===== config.mk =====
export PLATFORM = sky130hd
export DESIGN_NAME = gpio_irq_sense
export DESIGN_NICKNAME = d
export VERILOG_FILES = /design/src/rtl/gis_pkg.sv /design/src/rtl/gis_regs.sv /design/src/rtl/gis_detect.sv /design/src/rtl/gpio_irq_sense.sv
export SDC_FILE = /design/constraint.sdc
export NUM_CORES = 1
export LEC_CHECK = 0
export ABC_AREA = 0
export BUFFER_PORTS_ARGS = -buffer_cell sky130_fd_sc_hd__buf_2
export CAP_MARGIN = 40
export CORE_MARGIN = 2
export CORE_UTILIZATION = 30
export CTS_CLUSTER_DIAMETER = 50
export CTS_CLUSTER_SIZE = 8
export DETAILED_ROUTE_END_ITERATION = 10
export GPL_ROUTABILITY_DRIVEN = 0
export PLACE_DENSITY = 0.59
export REMOVE_ABC_BUFFERS = 1
export SLEW_MARGIN = 20
export SYNTH_ARGS = -nofsm -noshare
export SYNTH_HDL_FRONTEND = slang
export SYNTH_SLANG_ARGS = --single-unit

===== constraint.sdc =====
create_clock -name clk -period 1.39 [get_ports clk]
set_input_delay 0 -clock clk [delete_from_list [all_inputs] [get_ports clk]]
set_output_delay 0 -clock clk [all_outputs]
set_load 0.01 [all_outputs]

===== src/rtl/gis_pkg.sv =====
package gis_pkg;
  localparam int OFF_W = 5;
  localparam logic [OFF_W-1:0] OFF_MODE  = 5'h00;
  localparam logic [OFF_W-1:0] OFF_BOTH  = 5'h04;
  localparam logic [OFF_W-1:0] OFF_POL   = 5'h08;
  localparam logic [OFF_W-1:0] OFF_ENA   = 5'h0C;
  localparam logic [OFF_W-1:0] OFF_RAW   = 5'h10;
  localparam logic [OFF_W-1:0] OFF_MASK  = 5'h14;
  localparam logic [OFF_W-1:0] OFF_CLR   = 5'h18;

  // Edge event for one line in edge mode.
  function automatic logic line_edge(input logic lvl_mode, input logic both,
                                     input logic pol, input logic cur,
                                     input logic prev);
    logic rise;
    logic fall;
    rise = cur & ~prev;
    fall = ~cur & prev;
    if (lvl_mode) return 1'b0;
    if (both) return rise | fall;
    return pol ? rise : fall;
  endfunction

  // Active level for one line in level mode.
  function automatic logic line_level(input logic lvl_mode, input logic pol,
                                      input logic cur);
    return lvl_mode & (cur == pol);
  endfunction
endpackage


===== src/rtl/gis_regs.sv =====
module gis_regs #(
  parameter int N  = 8,
  parameter int AW = 5
) (
  input  logic          clk,
  input  logic          rst_n,
  input  logic          bus_sel,
  input  logic          bus_en,
  input  logic          bus_wr,
  input  logic [AW-1:0] bus_addr,
  input  logic [N-1:0]  bus_wdata,
  output logic [N-1:0]  bus_rdata,
  input  logic [N-1:0]  raw_i,
  input  logic [N-1:0]  masked_i,
  output logic [N-1:0]  mode_o,
  output logic [N-1:0]  both_o,
  output logic [N-1:0]  pol_o,
  output logic [N-1:0]  ena_o,
  output logic [N-1:0]  clr_o,
  output logic [N-1:0]  mode_chg_o
);
  import gis_pkg::*;

  logic [N-1:0] mode_q, both_q, pol_q, ena_q;
  logic         wr_fire;
  logic         wr_ro;

  assign wr_fire = bus_sel & bus_en & bus_wr;
  assign wr_ro   = wr_fire && (bus_addr == AW'(OFF_RAW) || bus_addr == AW'(OFF_MASK));

  always_ff @(posedge clk or negedge rst_n) begin
    if (!rst_n) begin
      mode_q <= '0;
      both_q <= '0;
      pol_q  <= '0;
      ena_q  <= '0;
    end else if (wr_fire) begin
      if (bus_addr == AW'(OFF_MODE)) mode_q <= bus_wdata;
      if (bus_addr == AW'(OFF_BOTH)) both_q <= bus_wdata;
      if (bus_addr == AW'(OFF_POL))  pol_q  <= bus_wdata;
      if (bus_addr == AW'(OFF_ENA))  ena_q  <= bus_wdata;
    end
  end

  // Strobes toward the detector: acknowledge mask and mode-change mask.
  assign clr_o      = (wr_fire && bus_addr == AW'(OFF_CLR)) ? bus_wdata : '0;
  assign mode_chg_o = (wr_fire && bus_addr == AW'(OFF_MODE)) ? (bus_wdata ^ mode_q) : '0;

  always_comb begin
    bus_rdata = '0;
    if (bus_sel && !bus_wr) begin
      case (bus_addr)
        AW'(OFF_MODE): bus_rdata = mode_q;
        AW'(OFF_BOTH): bus_rdata = both_q;
        AW'(OFF_POL):  bus_rdata = pol_q;
        AW'(OFF_ENA):  bus_rdata = ena_q;
        AW'(OFF_RAW):  bus_rdata = raw_i;
        AW'(OFF_MASK): bus_rdata = masked_i;
        default:       bus_rdata = '0;
      endcase
    end
  end

  assign mode_o = mode_q;
  assign both_o = both_q;
  assign pol_o  = pol_q;
  assign ena_o  = ena_q;

  // writes to read-only status offsets leave the configuration untouched
  assert_ro_write_R10: assert property (@(posedge clk) disable iff (!rst_n)
    wr_ro |=> $stable({mode_q, both_q, pol_q, ena_q}));
endmodule


===== src/rtl/gis_detect.sv =====
module gis_detect #(
  parameter int N = 8
) (
  input  logic         clk,
  input  logic         rst_n,
  input  logic [N-1:0] pins_i,
  input  logic [N-1:0] mode_i,
  input  logic [N-1:0] both_i,
  input  logic [N-1:0] pol_i,
  input  logic [N-1:0] clr_i,
  input  logic [N-1:0] mode_chg_i,
  output logic [N-1:0] raw_o
);
  import gis_pkg::*;

  logic [N-1:0] prev_q;
  logic [N-1:0] edge_q;
  logic [N-1:0] hit;
  logic [N-1:0] lvl;
  logic [N-1:0] hit_kept;
  logic [N-1:0] clr_eff;

  for (genvar g = 0; g < N; g++) begin : g_line
    assign hit[g] = line_edge(mode_i[g], both_i[g], pol_i[g], pins_i[g], prev_q[g]);
    assign lvl[g] = line_level(mode_i[g], pol_i[g], pins_i[g]);
  end

  // A new edge outranks an acknowledge; a mode change outranks both.
  assign hit_kept = hit & ~mode_chg_i;
  assign clr_eff  = clr_i & ~hit;

  always_ff @(posedge clk or negedge rst_n) begin
    if (!rst_n) begin
      prev_q <= '0;
      edge_q <= '0;
    end else begin
      prev_q <= pins_i;
      edge_q <= ((edge_q & ~clr_i) | hit) & ~mode_chg_i;
    end
  end

  assign raw_o = lvl | edge_q;

  // level-sensed lines never hold latched edge status
  assert_level_unlatched_R5: assert property (@(posedge clk) disable iff (!rst_n)
    (edge_q & mode_i) == '0);

  // an acknowledged line with no fresh edge is cleared next cycle
  assert_clear_takes_R6: assert property (@(posedge clk) disable iff (!rst_n)
    (clr_eff & ~mode_chg_i) != '0 |=> (edge_q & $past(clr_eff & ~mode_chg_i)) == '0);

  // a detected edge is held next cycle, even against a clear
  assert_set_wins_R7: assert property (@(posedge clk) disable iff (!rst_n)
    hit_kept != '0 |=> (edge_q & $past(hit_kept)) == $past(hit_kept));

  // a mode change drops latched edge state for that line
  assert_mode_change_R9: assert property (@(posedge clk) disable iff (!rst_n)
    mode_chg_i != '0 |=> (edge_q & $past(mode_chg_i)) == '0);
endmodule


===== src/rtl/gpio_irq_sense.sv =====
module gpio_irq_sense #(
  parameter int N  = 8,
  parameter int AW = 5
) (
  input  logic          clk,
  input  logic          rst_n,
  input  logic          bus_sel,
  input  logic          bus_en,
  input  logic          bus_wr,
  input  logic [AW-1:0] bus_addr,
  input  logic [N-1:0]  bus_wdata,
  output logic [N-1:0]  bus_rdata,
  input  logic [N-1:0]  pins_sync,
  output logic          irq_out
);
  logic [N-1:0] mode, both, pol, ena, clr, mode_chg;
  logic [N-1:0] raw, masked;
  logic         irq_q;

  gis_regs #(.N(N), .AW(AW)) u_regs (
    .clk        (clk),
    .rst_n      (rst_n),
    .bus_sel    (bus_sel),
    .bus_en     (bus_en),
    .bus_wr     (bus_wr),
    .bus_addr   (bus_addr),
    .bus_wdata  (bus_wdata),
    .bus_rdata  (bus_rdata),
    .raw_i      (raw),
    .masked_i   (masked),
    .mode_o     (mode),
    .both_o     (both),
    .pol_o      (pol),
    .ena_o      (ena),
    .clr_o      (clr),
    .mode_chg_o (mode_chg)
  );

  gis_detect #(.N(N)) u_detect (
    .clk        (clk),
    .rst_n      (rst_n),
    .pins_i     (pins_sync),
    .mode_i     (mode),
    .both_i     (both),
    .pol_i      (pol),
    .clr_i      (clr),
    .mode_chg_i (mode_chg),
    .raw_o      (raw)
  );

  assign masked = raw & ena;

  always_ff @(posedge clk or negedge rst_n) begin
    if (!rst_n) irq_q <= 1'b0;
    else        irq_q <= |masked;
  end

  assign irq_out = irq_q;

  // the request only rises after some enabled line was pending
  assert_irq_rise_R8: assert property (@(posedge clk) disable iff (!rst_n)
    $rose(irq_out) |-> $past(masked) != '0);

  // a disabled line never reaches the masked status
  assert_mask_gate_R8: assert property (@(posedge clk) disable iff (!rst_n)
    ena == '0 |-> masked == '0);
endmodule


==> impl_metrics.csv <==
group,metric,value,unit
run_status,status,"complete, but fails checks",
run_status,violations,"negative setup slack",
setup_path,worst_setup_path_start_kind,"register",
synthesis,syn_avg_cell_area,10.9,µm²
clocking,clkLatencyLatePin,0.31,ns
synthesis,synth_compound_area_frac,0.149,
synthesis,synthTopCellsByCount,"dfrtp_1 (49), mux2_2 (36), a21oi_1 (24), inv_1 (24)",
sta,finalCritPeriodShare,1.11,
setup_path,cp-end-kind,"register",
placement,hpwl,5500,µm
global_routing,grt_pass1_wl,12900,µm
placement,io_buffer_count,34,
sta,fin_crit,1.55,ns
sta,worst-slew-pin-transition,0.492,ns
setup_path,slowest_stage,"dfrtp_2",
clocking,htreeDepth,2,
placement,dp_cells,458,
synthesis,synth_mux_area_frac,0.211,
sta,setup_slack,-0.157,ns
final_layout,nNetsFinal,408,
final_layout,fin_cells,500,
final_layout,area_delta_synth_final,36.8,%
setup_path,slowest_delay,0.45,ns
synthesis,yosysWarningCount,0,
synthesis,synth_adder_area_share,0.0674,
setup_path,path_max_fanout,3,
floorplan,chipWidth,104,µm
global_routing,grt_pass1_vias,2593,
detailed_routing,viasPerCell,4.96,
power,power.leakage,1.87,nW
sta,max_clock_freq,646,MHz
synthesis,synth_simple_gate_area_share,0.0804,
synthesis,synth_edf_count,0,
sta,skew,0.0163,ns
sta,slew_violations,0,
final_layout,num-fill-cells,944,
setup_path,cp_cell_sequence,"buf_4 -> buf_4 -> mux2_4 -> o21a_1 -> o22ai_1 -> a21oi_1",
placement,pre_cts_ws,-0.245,ns
floorplan,ioPinCount,35,
clocking,clockBufferDepth,2,
synthesis,synthXorXnorAreaFrac,0.0236,
sta,slew_headroom,0.672,
setup_path,timing.critical_path.buf_inv,2,
detailed_routing,drcViolationCount,0,
power,max-vdd-ir-drop,473,µV
worst_hold_path,worstHoldPathType,"in -> async",
global_routing,grt_use_total,0.149,
power,power.density,803,nW/µm²
clocking,clk_pin_slew,0.10,ns
sta,hold_viol,0,
detailed_routing,vias,2480,
synthesis,async_flop_share,1.00,
floorplan,chipHeight,104,µm
synthesis,synth_top_area_frac,0.413,
global_routing,grt_overflow_total,0,
floorplan,dieArea,10700,µm²
synthesis,synth_top_cell_by_area,"dfrtp_1",
synthesis,yosys_most_used_dff,"dfrtp_1",
synthesis,ys_ff_latch,49,
final_layout,layout-drive-gt1-share,0.447,
sta,setup_viol,13,
setup_path,arrival,1.75,ns
setup_path,cp.required,1.59,ns
detailed_routing,first_pass_iters,6,
global_routing,antenna_found_initial,0,
sta,rsz0062_at_grt,"yes",
synthesis,synth.yosys.seq_area_share,0.413,
clocking,numCtsBuffers,5,
setup_path,path_common_cell,"buf_4",
setup_path,reg2reg_depth,6,
setup_path,cp.depth,6,
synthesis,yosysMostFrequentCell,"dfrtp_1",
final_layout,regArea,1230,µm²
setup_path,path_class,"reg -> reg",
run,drv_cap,0,
synthesis,ys_top_cells_by_area,"dfrtp_1 (41%), mux2_2 (14%), ha_1 (6.7%), mux2i_1 (5.4%), a21oi_1 (4.0%)",
synthesis,syn-cell-area,2970,µm²
detailed_routing,ant_nets,0,
synthesis,syn_inst,272,
detailed_routing,drt_iter0_drc,87,
floorplan,core,9680,µm²
synthesis,synth_top_family_by_area,"multiplexers",
final_layout,antennaDiodeCount,0,
clocking,root_buffer,"clkbuf_8",
global_routing,grt_max_degree,25,
setup_path,crit_family,"flip-flops",
synthesis,yosys.cell_types.count,32,
floorplan,floorplan.rows,36,
floorplan,initial_core_util,0.307,
final_layout,multi_input_area,1740,µm²
detailed_routing,wl_per_cell,15.6,µm
detailed_routing,wl,7780,µm
clocking,cts_tree,"yes",
clocking,cts.sinks,49,
state kept, by name (all words and copies together), names as in the netlist:
name / count
irq_out: 1
u_detect.edge_q: 8
u_detect.prev_q: 8
u_regs.both_o: 8
u_regs.ena_o: 8
u_regs.mode_o: 8
u_regs.pol_o: 8
worst register-to-register path, cell delays in order, from the launching register on:
cell	delay (ns)
dfrtp_2	0.45
buf_4	0.14
buf_4	0.12
mux2_4	0.28
o21a_1	0.20
o22ai_1	0.16
a21oi_1	0.09
through the flow:
| stage | hold WS [ns] | TNS, ns | total power, W | util | instance area [µm²] |
|---|---|---|---|---|---|
| detailed placement | -0.00905 | -6.49 | 0.00224 | 0.359 | 3470 |
| finish | 0.174 | -0.811 | 0.00326 | 0.420 | 4060 |
| CTS | 0.195 | -0.593 | 0.00325 | 0.404 | 3910 |
| global route | 0.234 | -1.97 | 0.00346 | 0.420 | 4060 |
| floorplan | -0.296 | -7.27 | 0.00196 | - | 2890 |
| global placement | 0.00112 | -6.08 | 0.00223 | 0.359 | 3470 |
placed cells by master (no fill, tap or decap), types with 8 or more instances in the layout:
cell            n
ha_1           13
o22ai_1        14
nand3_1         8
nor2b_1         9
mux2_2         33
a21oi_1        20
mux2i_1        16
buf_2          31
xnor2_2         8
buf_4          40
o21a_1         16
dfrtp_1        42
dlygate4sd3_1  17
inv_1          24
path summary, 6_finish.rpt:
check,start,to,slack (ns)
max,u_regs.pol_o[6],u_detect.edge_q[6],-0.16
min,rst_n,u_detect.prev_q[6],0.17
max reg2reg,u_regs.pol_o[6],u_detect.edge_q[6],-0.16
min reg2reg,u_regs.both_o[4],u_regs.both_o[4],0.58
max in group asynchronous,rst_n,u_regs.pol_o[0],0.68
min in group clk,pins_sync[7],irq_out,0.28
what timing repair did:
action | in CTS | in global routing
pin swaps | 26 | 29
endpoints found under the setup margin | 11 | 17
resized for setup | 16 | 30
hold buffers | 17 | 0
setup buffers | 13 | 4
hold endpoints to repair | 46 | 0
area by class of cell:
cell class                 count  area share
tap                          133      0.0409
clock buffer                   6      0.0179
inverter                      24      0.0222
sequential                    49       0.304
clock inverter                 2     0.00339
timing repair buffer          97       0.183
multi-input combinational    189       0.429
layer usage:
metal  routed length (µm)  share of wire  global-route usage
met5                    0              0                   0
met4                   67         0.0086              0.0347
met3                  271          0.035              0.0277
met2                 3720           0.48               0.245
met1                 3720           0.48               0.204
logic make-up (layout without fill, tap and decap cells):
group	Yosys count	in the layout
fa+ha+maj	16	16
compound gates	68	68
buf+inv	34	129
simple gates	41	41
mux	56	56
flops	49	49
xor+xnor	8	8
power breakdown:
part	internal (W)	total (W)	switching [W]
clock	0.000360	0.000866	0.000506
combinational	0.000427	0.000756	0.000329
sequential	0.00153	0.00164	0.000112
total	0.00232	0.00326	0.000946
Note: power is estimated with default switching activity, not from simulation.
